$ cat src/rtl/pic_pkg.sv
package pic_pkg;
   // word offsets inside the block's register window
   localparam int OFF_MASK  = 'h00;
   localparam int OFF_PEND  = 'h01;
   localparam int OFF_DEFV  = 'h02;
   localparam int OFF_EOI   = 'h03;
   localparam int OFF_LEVEL = 'h04;
   localparam int OFF_MODE  = 'h05;
   localparam int OFF_PRIO  = 'h10;
   localparam int OFF_VEC   = 'h20;
   localparam int WIN_SPAN  = 16;   // entries per per-source window
endpackage

$ cat src/rtl/pic_arbiter.sv
module pic_arbiter #(
   parameter int N_SRC  = 16,
   parameter int PRIO_W = 4,
   parameter int SRC_W  = 4
) (
   input  logic [N_SRC-1:0]             cand,
   input  logic [N_SRC-1:0][PRIO_W-1:0] prio,
   output logic                         win_valid,
   output logic [SRC_W-1:0]             win_idx,
   output logic [PRIO_W-1:0]            win_prio
);
   // scan from the top index down; >= lets a lower index take a tie
   always_comb begin
      win_valid = 1'b0;
      win_idx   = '0;
      win_prio  = '0;
      for (int i = N_SRC - 1; i >= 0; i--) begin
         if (cand[i] && (!win_valid || prio[i] >= win_prio)) begin
            win_valid = 1'b1;
            win_idx   = SRC_W'(i);
            win_prio  = prio[i];
         end
      end
   end
endmodule

$ cat src/rtl/pic_stack.sv
module pic_stack #(
   parameter int PRIO_W = 4,
   parameter int DEPTH  = 15,
   localparam int SP_W  = $clog2(DEPTH + 1)
) (
   input  logic              clk,
   input  logic              rst_n,
   input  logic              push,
   input  logic              pop,
   input  logic [PRIO_W-1:0] push_val,
   output logic [PRIO_W-1:0] top,
   output logic [SP_W-1:0]   level
);
   logic [DEPTH-1:0][PRIO_W-1:0] stk;
   logic [SP_W-1:0]              sp;

   always_ff @(posedge clk or negedge rst_n) begin
      if (!rst_n) begin
         sp  <= '0;
         stk <= '0;
      end else if (push && sp != SP_W'(DEPTH)) begin
         stk[sp] <= push_val;
         sp      <= sp + 1'b1;
      end else if (pop && sp != '0) begin
         sp <= sp - 1'b1;
      end
   end

   assign top   = (sp == '0) ? '0 : stk[sp - 1'b1];
   assign level = sp;
endmodule

$ cat src/rtl/pic_regs.sv
module pic_regs import pic_pkg::*; #(
   parameter int N_SRC  = 16,
   parameter int PRIO_W = 4,
   parameter int VEC_W  = 32,
   parameter int ADDR_W = 6
) (
   input  logic                         clk,
   input  logic                         rst_n,
   input  logic [ADDR_W-1:0]            addr,
   input  logic [VEC_W-1:0]             wdata,
   input  logic                         we,
   output logic [VEC_W-1:0]             rdata,
   input  logic [N_SRC-1:0]             pend,
   input  logic [PRIO_W-1:0]            cur_pri,
   output logic [N_SRC-1:0]             mask,
   output logic                         vec_mode,
   output logic [VEC_W-1:0]             defvec,
   output logic [N_SRC-1:0][PRIO_W-1:0] prio_tbl,
   output logic [N_SRC-1:0][VEC_W-1:0]  vec_tbl,
   output logic                         eoi
);
   function automatic logic hit(input logic [ADDR_W-1:0] a, input int off);
      return a == ADDR_W'(off);
   endfunction

   always_ff @(posedge clk or negedge rst_n) begin
      if (!rst_n) begin
         mask     <= '0;
         vec_mode <= 1'b0;
         defvec   <= '0;
      end else if (we) begin
         if (hit(addr, OFF_MASK)) mask     <= wdata[N_SRC-1:0];
         if (hit(addr, OFF_MODE)) vec_mode <= wdata[0];
         if (hit(addr, OFF_DEFV)) defvec   <= wdata;
      end
   end

   for (genvar g = 0; g < N_SRC; g++) begin : g_src
      always_ff @(posedge clk or negedge rst_n) begin
         if (!rst_n) begin
            prio_tbl[g] <= '0;
            vec_tbl[g]  <= '0;
         end else if (we) begin
            if (hit(addr, OFF_PRIO + g)) prio_tbl[g] <= wdata[PRIO_W-1:0];
            if (hit(addr, OFF_VEC + g))  vec_tbl[g]  <= wdata;
         end
      end
   end

   assign eoi = we && hit(addr, OFF_EOI);

   always_comb begin
      rdata = '0;
      if (hit(addr, OFF_MASK))  rdata[N_SRC-1:0]  = mask;
      if (hit(addr, OFF_PEND))  rdata[N_SRC-1:0]  = pend;
      if (hit(addr, OFF_DEFV))  rdata             = defvec;
      if (hit(addr, OFF_LEVEL)) rdata[PRIO_W-1:0] = cur_pri;
      if (hit(addr, OFF_MODE))  rdata[0]          = vec_mode;
      for (int i = 0; i < N_SRC; i++) begin
         if (hit(addr, OFF_PRIO + i)) rdata[PRIO_W-1:0] = prio_tbl[i];
         if (hit(addr, OFF_VEC + i))  rdata             = vec_tbl[i];
      end
   end
endmodule

$ cat src/rtl/prio_vic.sv
module prio_vic import pic_pkg::*; #(
   parameter int N_SRC  = 16,
   parameter int PRIO_W = 4,
   parameter int VEC_W  = 32,
   parameter int ADDR_W = 6,
   parameter int DEPTH  = (1 << PRIO_W) - 1,
   localparam int SRC_W = (N_SRC > 1) ? $clog2(N_SRC) : 1,
   localparam int SP_W  = $clog2(DEPTH + 1)
) (
   input  logic              clk,
   input  logic              rst_n,
   input  logic [N_SRC-1:0]  irq_req,
   input  logic [ADDR_W-1:0] reg_addr,
   input  logic [VEC_W-1:0]  reg_wdata,
   input  logic              reg_we,
   output logic [VEC_W-1:0]  reg_rdata,
   input  logic              ack,
   output logic              irq,
   output logic [VEC_W-1:0]  ack_vec,
   output logic [SRC_W-1:0]  ack_src,
   output logic              ack_hit
);
   if (N_SRC < 1 || N_SRC > WIN_SPAN) begin : g_bad_nsrc
      $error("prio_vic: N_SRC must lie in 1..%0d", WIN_SPAN);
   end
   if (OFF_VEC + WIN_SPAN > (1 << ADDR_W)) begin : g_bad_addr
      $error("prio_vic: ADDR_W too narrow for the register window");
   end
   if (VEC_W < N_SRC || VEC_W < PRIO_W) begin : g_bad_vec
      $error("prio_vic: VEC_W must cover the bitmap and priority fields");
   end
   if (DEPTH < (1 << PRIO_W) - 1) begin : g_bad_depth
      $error("prio_vic: DEPTH must cover every nesting level");
   end

   logic [N_SRC-1:0]             req_q, mask, pend, prio_nz, cand;
   logic [N_SRC-1:0][PRIO_W-1:0] prio_tbl;
   logic [N_SRC-1:0][VEC_W-1:0]  vec_tbl;
   logic [VEC_W-1:0]             defvec;
   logic                         vec_mode, eoi, irq_c, push;
   logic                         win_valid;
   logic [SRC_W-1:0]             win_idx;
   logic [PRIO_W-1:0]            win_prio, cur_pri;
   logic [SP_W-1:0]              sp;

   always_ff @(posedge clk or negedge rst_n) begin
      if (!rst_n) req_q <= '0;
      else        req_q <= irq_req;
   end

   assign pend = req_q & mask;

   for (genvar g = 0; g < N_SRC; g++) begin : g_nz
      assign prio_nz[g] = |prio_tbl[g];
   end

   assign cand = vec_mode ? (pend & prio_nz) : pend;

   pic_regs #(.N_SRC(N_SRC), .PRIO_W(PRIO_W), .VEC_W(VEC_W), .ADDR_W(ADDR_W)) u_regs (
      .clk(clk), .rst_n(rst_n), .addr(reg_addr), .wdata(reg_wdata), .we(reg_we),
      .rdata(reg_rdata), .pend(pend), .cur_pri(cur_pri), .mask(mask),
      .vec_mode(vec_mode), .defvec(defvec), .prio_tbl(prio_tbl), .vec_tbl(vec_tbl),
      .eoi(eoi)
   );

   pic_arbiter #(.N_SRC(N_SRC), .PRIO_W(PRIO_W), .SRC_W(SRC_W)) u_arb (
      .cand(cand), .prio(prio_tbl), .win_valid(win_valid), .win_idx(win_idx),
      .win_prio(win_prio)
   );

   assign irq_c = vec_mode ? (win_valid && win_prio > cur_pri) : (|pend);
   assign push  = ack && irq_c && vec_mode;

   pic_stack #(.PRIO_W(PRIO_W), .DEPTH(DEPTH)) u_stk (
      .clk(clk), .rst_n(rst_n), .push(push), .pop(eoi), .push_val(win_prio),
      .top(cur_pri), .level(sp)
   );

   always_ff @(posedge clk or negedge rst_n) begin
      if (!rst_n) begin
         ack_vec <= '0;
         ack_src <= '0;
         ack_hit <= 1'b0;
      end else if (ack) begin
         if (irq_c) begin
            ack_vec <= vec_tbl[win_idx];
            ack_src <= win_idx;
            ack_hit <= 1'b1;
         end else begin
            ack_vec <= defvec;
            ack_src <= '0;
            ack_hit <= 1'b0;
         end
      end
   end

   assign irq = irq_c;
endmodule

$ cat config.mk
export PLATFORM = sky130hd
export DESIGN_NAME = prio_vic
export DESIGN_NICKNAME = d
export VERILOG_FILES = /design/src/rtl/pic_pkg.sv /design/src/rtl/pic_arbiter.sv /design/src/rtl/pic_stack.sv /design/src/rtl/pic_regs.sv /design/src/rtl/prio_vic.sv
export SDC_FILE = /design/constraint.sdc
export NUM_CORES = 2
export LEC_CHECK = 0
export BUFFER_PORTS_ARGS = -buffer_cell sky130_fd_sc_hd__buf_2
export CAP_MARGIN = 25
export CORE_ASPECT_RATIO = 1.5
export CORE_MARGIN = 10
export CORE_UTILIZATION = 33
export CTS_BUF_LIST = sky130_fd_sc_hd__clkbuf_4 sky130_fd_sc_hd__clkbuf_8
export DETAILED_ROUTE_END_ITERATION = 6
export PLACE_DENSITY_LB_ADDON = 0.2
export SYNTH_ARGS = -nofsm -noshare
export SYNTH_HDL_FRONTEND = slang
export SYNTH_HIERARCHICAL = 1
export SYNTH_SLANG_ARGS = --single-unit
$ cat constraint.sdc
create_clock -name clk -period 21.9 [get_ports clk]
set_clock_uncertainty 0.1 [all_clocks]
set_input_delay 0 -clock clk [delete_from_list [all_inputs] [get_ports clk]]
set_output_delay 0 -clock clk [all_outputs]
set_load 0.01 [all_outputs]
# --- Yosys cells after proc, flatten, opt, wreduce, memory -nomap -nowiden ---
# Cells that the tools add are included.
word_totals:
  input_bits: 58
  regBits: 742
  output_inout_bits: 70
  elab_cells: 325
op_classes:
  n_lt_le_gt_ge: 20
  muxes: 100
  bitwise: 2
  n_eq_ne: 38
  reduce_logical: 108
  addsub: 2
ops:
  columns: ["operator", "n"]
  rows:
  - ["two-way mux 32 bit", 19]
  - ["two-way mux 4 bit", 55]
  - ["binary-select mux 32 bit (select 4 bit)", 1]
  - ["== test 6 x 5 -> 1 bit, second input constant", 16]
  - ["== test 6 bit, second input constant", 16]
  - ["AND reduction 2 bit", 35]
  - ["OR reduction 4 bit", 16]
  - ["bitwise mux 60 bit", 1]
  - ["greater-or-equal comparator 4 bit", 15]
  - ["two-way mux 16 bit", 3]
  - ["AND 16 bit", 2]
  - ["logical AND 1 bit", 22]
  - ["two-way mux 1 bit", 19]
  - ["binary-select mux 4 bit (select 4 bit)", 1]
  - ["demux 4 bit (select 4 bit)", 1]
  - ["OR reduction 16 bit", 1]
  - ["logical NOT 1 bit", 15]
  - ["logical OR 1 bit", 15]
  - ["less-than comparator 4 x 5 -> 1 bit, second input constant", 3]
  - ["== test 6 x 2 -> 1 bit, second input constant", 2]
  - ["== test 6 x 3 -> 1 bit, second input constant", 2]
  - ["== test 6 x 1 -> 1 bit, second input constant", 1]
  - ["logical NOT 6 bit", 1]
  - ["adder 4 x 1 -> 4 bit, second input constant", 1]
  - ["other kinds (7)", 7]

# --- Longest topological paths before layout ---
logic_depth:
  word_depth: 71
  mapped_depth: 139
  depth_no_buf: 129

# --- Hierarchy ---
# Netlist, hierarchy kept.
by_module_without_submodules:
  columns: ["mod", "seq_area_each_um2", "instances", "cells_each", "area_per_inst_um2"]
  rows:
  - ["pic_regs", 15640.0, 1, 2298, 29047.9]
  - ["prio_vic", 1326.3, 1, 582, 6650.1]
  - ["pic_stack", 1601.5, 1, 243, 3316.9]
  - ["pic_arbiter", 0.0, 1, 427, 2989.1]

# --- Least setup slack after synthesis ---
# Ideal clock, no wire load.
synth_path:
  path_type: "register to register"
  startpoint: "reg u_regs.vec_mode"
  endpoint: "reg u_stk/stk[35] in the netlist's numbering"
  path_slack_ns: -1.646
  synth_period_minus_slack_ns: 23.546
  path_stages_with_launch: 132
  arrival_ns: 23.319
  path_cell_list: "dfrtp_1 -> buf_2 -> a21oi_1 -> buf_2 -> and2_1 -> inv_1 -> ha_1 -> a21oi_1 -> o21ai_0 -> a22oi_1 -> a22o_1 -> ha_1 -> nand2b_1 -> a31oi_1 -> o21ai_0 -> a221oi_1 -> nor2_1 -> ha_1 -> [... 96 more ...] -> a21o_1 -> a21o_1 -> a21oi_1 -> o21ai_0 -> and2_1 -> clkbuf_1 -> mux2_2 -> a31oi_1 -> inv_1 -> ha_1 -> inv_1 -> o21ai_0 -> o2bb2ai_1 -> clkbuf_1 -> nor2_1 -> buf_1 -> nand3_1 -> mux2_1"
synth_between:
  elab_chain_cells: 68
  word_cells_on_any_way: 100
  classes_between: "order compare: 16; mux: 35; reduce/logical: 49"
synth_rtl:
  columns: ["element", "line_no", "rtl"]
  rows:
  - ["start, declared", "pic_regs.sv:16", "output logic vec_mode,"]
  - ["start signal, assigned", "pic_regs.sv:33", "if (hit(addr, OFF_MODE)) vec_mode <= wdata[0];"]
  - ["two-way mux 16 bit (*)", "prio_vic.sv:57", "assign cand = vec_mode ? (pend & prio_nz) : pend;"]
  - ["net cand[15]", "prio_vic.sv:36", "logic [N_SRC-1:0] req_q, mask, pend, prio_nz, cand;"]
  - ["two-way mux 4 bit / two-way mux 1 bit (equally long branches)", "pic_arbiter.sv:18", "if (cand[i] && (!win_valid || prio[i] >= win_prio)) begin"]
  - ["greater-or-equal comparator 4 bit / logical NOT 1 bit (equally long branches)", "pic_arbiter.sv:18", null]
  - ["logical OR 1 bit", "pic_arbiter.sv:18", null]
  - ["logical AND 1 bit", "pic_arbiter.sv:18", null]
  - ["two-way mux 4 bit / two-way mux 1 bit (equally long branches)", "pic_arbiter.sv:18", null]
  - ["greater-or-equal comparator 4 bit / logical NOT 1 bit (equally long branches)", "pic_arbiter.sv:18", null]
  - ["[... 54 more ...]", null, null]
  - ["two-way mux 4 bit (*)", "pic_arbiter.sv:18", null]
  - ["net win_prio[0]", "prio_vic.sv:43", "logic [PRIO_W-1:0] win_prio, cur_pri;"]
  - ["> comparator 4 bit (*)", "prio_vic.sv:71", "assign irq_c = vec_mode ? (win_valid && win_prio > cur_pri) : (|pend);"]
  - ["logical AND 1 bit (*)", "prio_vic.sv:71", null]
  - ["two-way mux 1 bit (*)", "prio_vic.sv:71", null]
  - ["logical AND 1 bit (*) (2 in a row)", "prio_vic.sv:72", "assign push = ack && irq_c && vec_mode;"]
  - ["net push", "prio_vic.sv:40", "logic vec_mode, eoi, irq_c, push;"]
  - ["logical AND 1 bit (*)", "pic_stack.sv:21", "end else if (push && sp != SP_W'(DEPTH)) begin"]
  - ["end signal, assigned by index", "pic_stack.sv:22", "stk[sp] <= push_val;"]
  - ["end, declared", "pic_stack.sv:14", "logic [DEPTH-1:0][PRIO_W-1:0] stk;"]
# Mark *: on every way through the listed nets, which the timed path passes. The rest lies on a longest branch.
# A chain may end at the register's enable or synchronous reset.

# --- Worst setup path after layout ---
layout_path:
  startpoint: "reg u_regs/prio_tbl[62] in the netlist's numbering"
  endpoint: "out irq"
layout_between:
  elab_chain_cells: 67
  word_cells_on_any_way: 98
  classes_between: "order compare: 16; mux: 34; bitwise: 1; reduce/logical: 47"
layout_rtl:
  columns: ["element", "line_no", "rtl"]
  rows:
  - ["start, declared", "pic_regs.sv:18", "output logic [N_SRC-1:0][PRIO_W-1:0] prio_tbl,"]
  - ["start signal, assigned by index", "pic_regs.sv:44", "if (hit(addr, OFF_PRIO + g)) prio_tbl[g] <= wdata[PRIO_W-1:0];"]
  - ["OR reduction 4 bit (*)", "prio_vic.sv:54", "assign prio_nz[g] = |prio_tbl[g];"]
  - ["AND 16 bit (*)", "prio_vic.sv:57", null]
  - ["two-way mux 16 bit (*)", "prio_vic.sv:57", null]
  - ["net cand[15]", "prio_vic.sv:36", null]
  - ["two-way mux 4 bit / two-way mux 1 bit (equally long branches)", "pic_arbiter.sv:18", null]
  - ["greater-or-equal comparator 4 bit / logical NOT 1 bit (equally long branches)", "pic_arbiter.sv:18", null]
  - ["logical OR 1 bit", "pic_arbiter.sv:18", null]
  - ["logical AND 1 bit", "pic_arbiter.sv:18", null]
  - ["[... 53 more ...]", null, null]
  - ["greater-or-equal comparator 4 bit / logical NOT 1 bit (equally long branches)", "pic_arbiter.sv:18", null]
  - ["logical OR 1 bit", "pic_arbiter.sv:18", null]
  - ["logical AND 1 bit", "pic_arbiter.sv:18", null]
  - ["two-way mux 4 bit (*)", "pic_arbiter.sv:18", null]
  - ["net win_prio[3]", "prio_vic.sv:43", null]
  - ["> comparator 4 bit (*)", "prio_vic.sv:71", null]
  - ["logical AND 1 bit (*)", "prio_vic.sv:71", null]
  - ["two-way mux 1 bit (*)", "prio_vic.sv:71", null]
  - ["end, declared", "prio_vic.sv:18", "output logic irq,"]
# Marks and branches as above.

==> metrics <==
end point of the critical path irq; Clk pwr share 24.5%; layout cells sized above 1 43.8%; Synth Area in Simple Gates 8.45%; final std cells w/o fill 5,727; slowest stage delay, CP 0.41 ns; failing checks setup timing; net switching power 0.00211 W; Critical Path Start u_regs/prio_tbl[62]; crit path time final 22.14 ns; asr flop ratio synth 100%; die height 457 µm; Rel. slew slack 26.8%; fin area 51,600 µm²; total power 0.00571 W; Synth area leader dfrtp_1; post-synthesis mux area share 27.9%; first-pass GRT wire length 256 mm; Max Fclk 45.2 MHz; fill count 12,200; most instantiated cells after synthesis dfrtp_1 (742), mux2_2 (700), nand2_1 (170); DRT iter0 DRCs 3,065; r2r startpoint u_regs/prio_tbl[62]; Post-Route WL 179 mm; outcome finished, violations left; site row count 160; PnR worst setup slack -0.235 ns; Setup Crit Path Kind reg -> out; Synth warnings 6; TritonCTS clock tree done; Global Route Usage Sum 24.3%; Die Wd 311 µm; initial antenna violation count 8; post-synthesis xor/xnor area fraction 0.0834%; H-tree levels 3; Final HPWL DP 114 mm; crit path DAT 22.04 ns; Final Setup Violations 91; syn avg cell area 11.8 µm²; placed instance area 46,400 µm²; distinct cell type count after synthesis 117; Startpoint Class register; ys flop type dfrtp_1; switching power share of the total 37.0%; gr ovfl total 0; Post-synth EDFFs 0; Post-Syn Area 42,000 µm²; worst skew pair latency 0.88 ns; Worst-path clk slew 0.08 ns; post-synthesis adder-cell area fraction 1.87%; Routed Antenna Nets 0; Comb pwr share 44.6%; most numerous cell in the Yosys netlist dfrtp_1; Max VDD drop 0.0000623 V; Post-Syn Instances 3,550; drt drc 0; CP max-delay cell dfrtp_1; Worst R2R Path Depth 127; worst-margin pin slew 1.07 ns; # IOs 128; power per cell area 111 nW/µm²; Core Region 127,000 µm²; post-DR vias/cell 6.02; Synth Area in Compound Gates 13.7%; initial core utilization 33.1%; placer congestion estimate 0.905; total of max-cap violations 0; Period Utilization, post-route 101%; vias in the first global route 35,500; final setup TNS -11.84 ns; Routed wire per std cell 31.2 µm; die area 142,000 µm²; Final Max Slew Viols 0; Placed Cells 5,350; top cell type's share of synthesized area 44.2%; r2r setup slk -0.24 ns; RSZ-0062 raised after global routing yes; Hold Vio Cnt, Final 0; Synth Net Count 3,670; FF-to-FF End u_stk/stk[23]; CTS Sinks 742; largest family of logic cells by synthesized area multiplexers; CP required 21.80 ns; hold crit path type in -> reg; Worst setup EP type output port; # nets final 4,037; Area Growth Syn to Fin 22.8%; IO Port Bufs 127; sequential power share 30.9%; 1st-pass router iterations 6; Num CTS Buffers 120; largest net degree at the start of global routing 160; post-synthesis sequential area ratio 44.2%; critical path peak fanout 6; CTS root buffer clkbuf_8; Clock Path Buffers 3; vias post-DR 34,500; Synth Register Bits 742; Worst path most repeated cell ha_1; Internal 0.00360 W; synth top area cells dfrtp_1 (44%), mux2_2 (19%), mux4_2 (8.0%), ha_1 (1.8%), a21oi_1 (1.8%); Static Leak 23.1 nW
## registers in the layout, indices dropped and copies added (netlist names)
name / cells
req_q: 16
ack_hit: 1
u_regs/vec_tbl: 512
u_regs/prio_tbl: 64
u_regs/defvec: 32
u_stk/level: 4
ack_src: 4
ack_vec: 32
u_regs/vec_mode: 1
u_regs/mask: 16
u_stk/stk: 60
## power groups by stage
stage                     sequential, W  combinational [W]  clock [W]
final                           0.00176            0.00255    0.00140
after global routing            0.00178            0.00269    0.00148
after CTS                       0.00176            0.00235    0.00143
after detailed placement        0.00178            0.00225          0
after global placement          0.00177            0.00224          0
after floorplan                 0.00170            0.00135          0
## placed cells by master, fill, tap and decap left out, drive strengths merged, types with 26 or more instances in the layout
cell         instances
a221oi              33
nand2              170
buf                459
a22oi               72
a21oi              154
nor2b               57
nor2               162
o211ai              48
nand4               42
dlygate4sd3         78
a31oi               69
nand3               55
dfrtp              742
nor4                28
nor3                32
a211oi              28
mux4               154
mux2               702
o22ai               37
a22o                78
inv                 74
ha                  62
nand2b              30
mux2i               32
o21ai               88
and2                26
clkbuf             198
## through the flow
step,hold WS (ns),utilization [%],worst slack [ns]
after global routing,0.0809,40.7,-1.19
after CTS,0.00420,40.1,-0.163
after detailed placement,0.00382,36.6,-0.582
after global placement,-0.00109,36.6,-0.136
final,0.0623,40.7,-0.235
after floorplan,-0.396,-,0.00911
## worst max-delay path: cells and delay by family (launching register included)
| kind | cells | cell delay, ns |
|---|---|---|
| adders and majority gates | 17 | 4.37 |
| muxes | 3 | 0.81 |
| and+or+nand+nor | 39 | 5.00 |
| DFF | 1 | 0.41 |
| AOI/OAI and AO/OA | 54 | 9.21 |
| buffers and inverters | 11 | 1.33 |
## area by class of cell
| type | instances | area (µm²) | share of cell area, % |
|---|---|---|---|
| Tap cell | 1701 | 2130 | 4.13 |
| Inverter | 70 | 273 | 0.529 |
| Clock inverter | 32 | 308 | 0.597 |
| Multi-Input combinational cell | 2443 | 23100 | 44.8 |
| Sequential cell | 742 | 18600 | 36.0 |
| Timing Repair Buffer | 540 | 4670 | 9.05 |
| Clock buffer | 195 | 2500 | 4.84 |
| Antenna cell | 4 | 10.0 | 0.0194 |
## worst min-delay path by stage
stage / start / endpoint / slack (ns) / cells past startpoint
CTS: reg_addr[0] / u_regs/prio_tbl[20] / 0.004 / 5
finish: reg_addr[0] / u_regs/prio_tbl[20] / 0.06 / 5
detailed placement: rst_n / req_q[4] / 0.004 / 1
global placement: rst_n / req_q[4] / -0.001 / 1
global route: reg_wdata[29] / u_regs/vec_tbl[285] / 0.08 / 3
floorplan: rst_n / ack_hit / -0.40 / 0
## per-layer routing
layer	global-route usage (%)	vias to the layer above	wire, µm
met3	4.72	501	12500
met2	40.3	1616	85500
met1	29.0	18000	69100
met4	14.0	4	11500
met5	0	-	25
li1	-	14400	-
## repair_timing
item / in CTS / in global routing
cloned: 1 / 4
resized for setup: 102 / 93
endpoints found under the setup margin: 102 / 102
hold endpoints to repair: 1143 / 0
buffers inserted: 33 / 28
hold buffers: 79 / 0
pin swaps: 66 / 112
## kinds of logic after synthesis
family,Yosys count
buffers and inverters,365
XOR/XNOR,4
AO/OA/AOI/OAI,805
adder cells (fa/ha/maj),63
flip-flops,742
AND/OR/NAND/NOR,683
multiplexers,888
(Power assumes the default switching activity.)
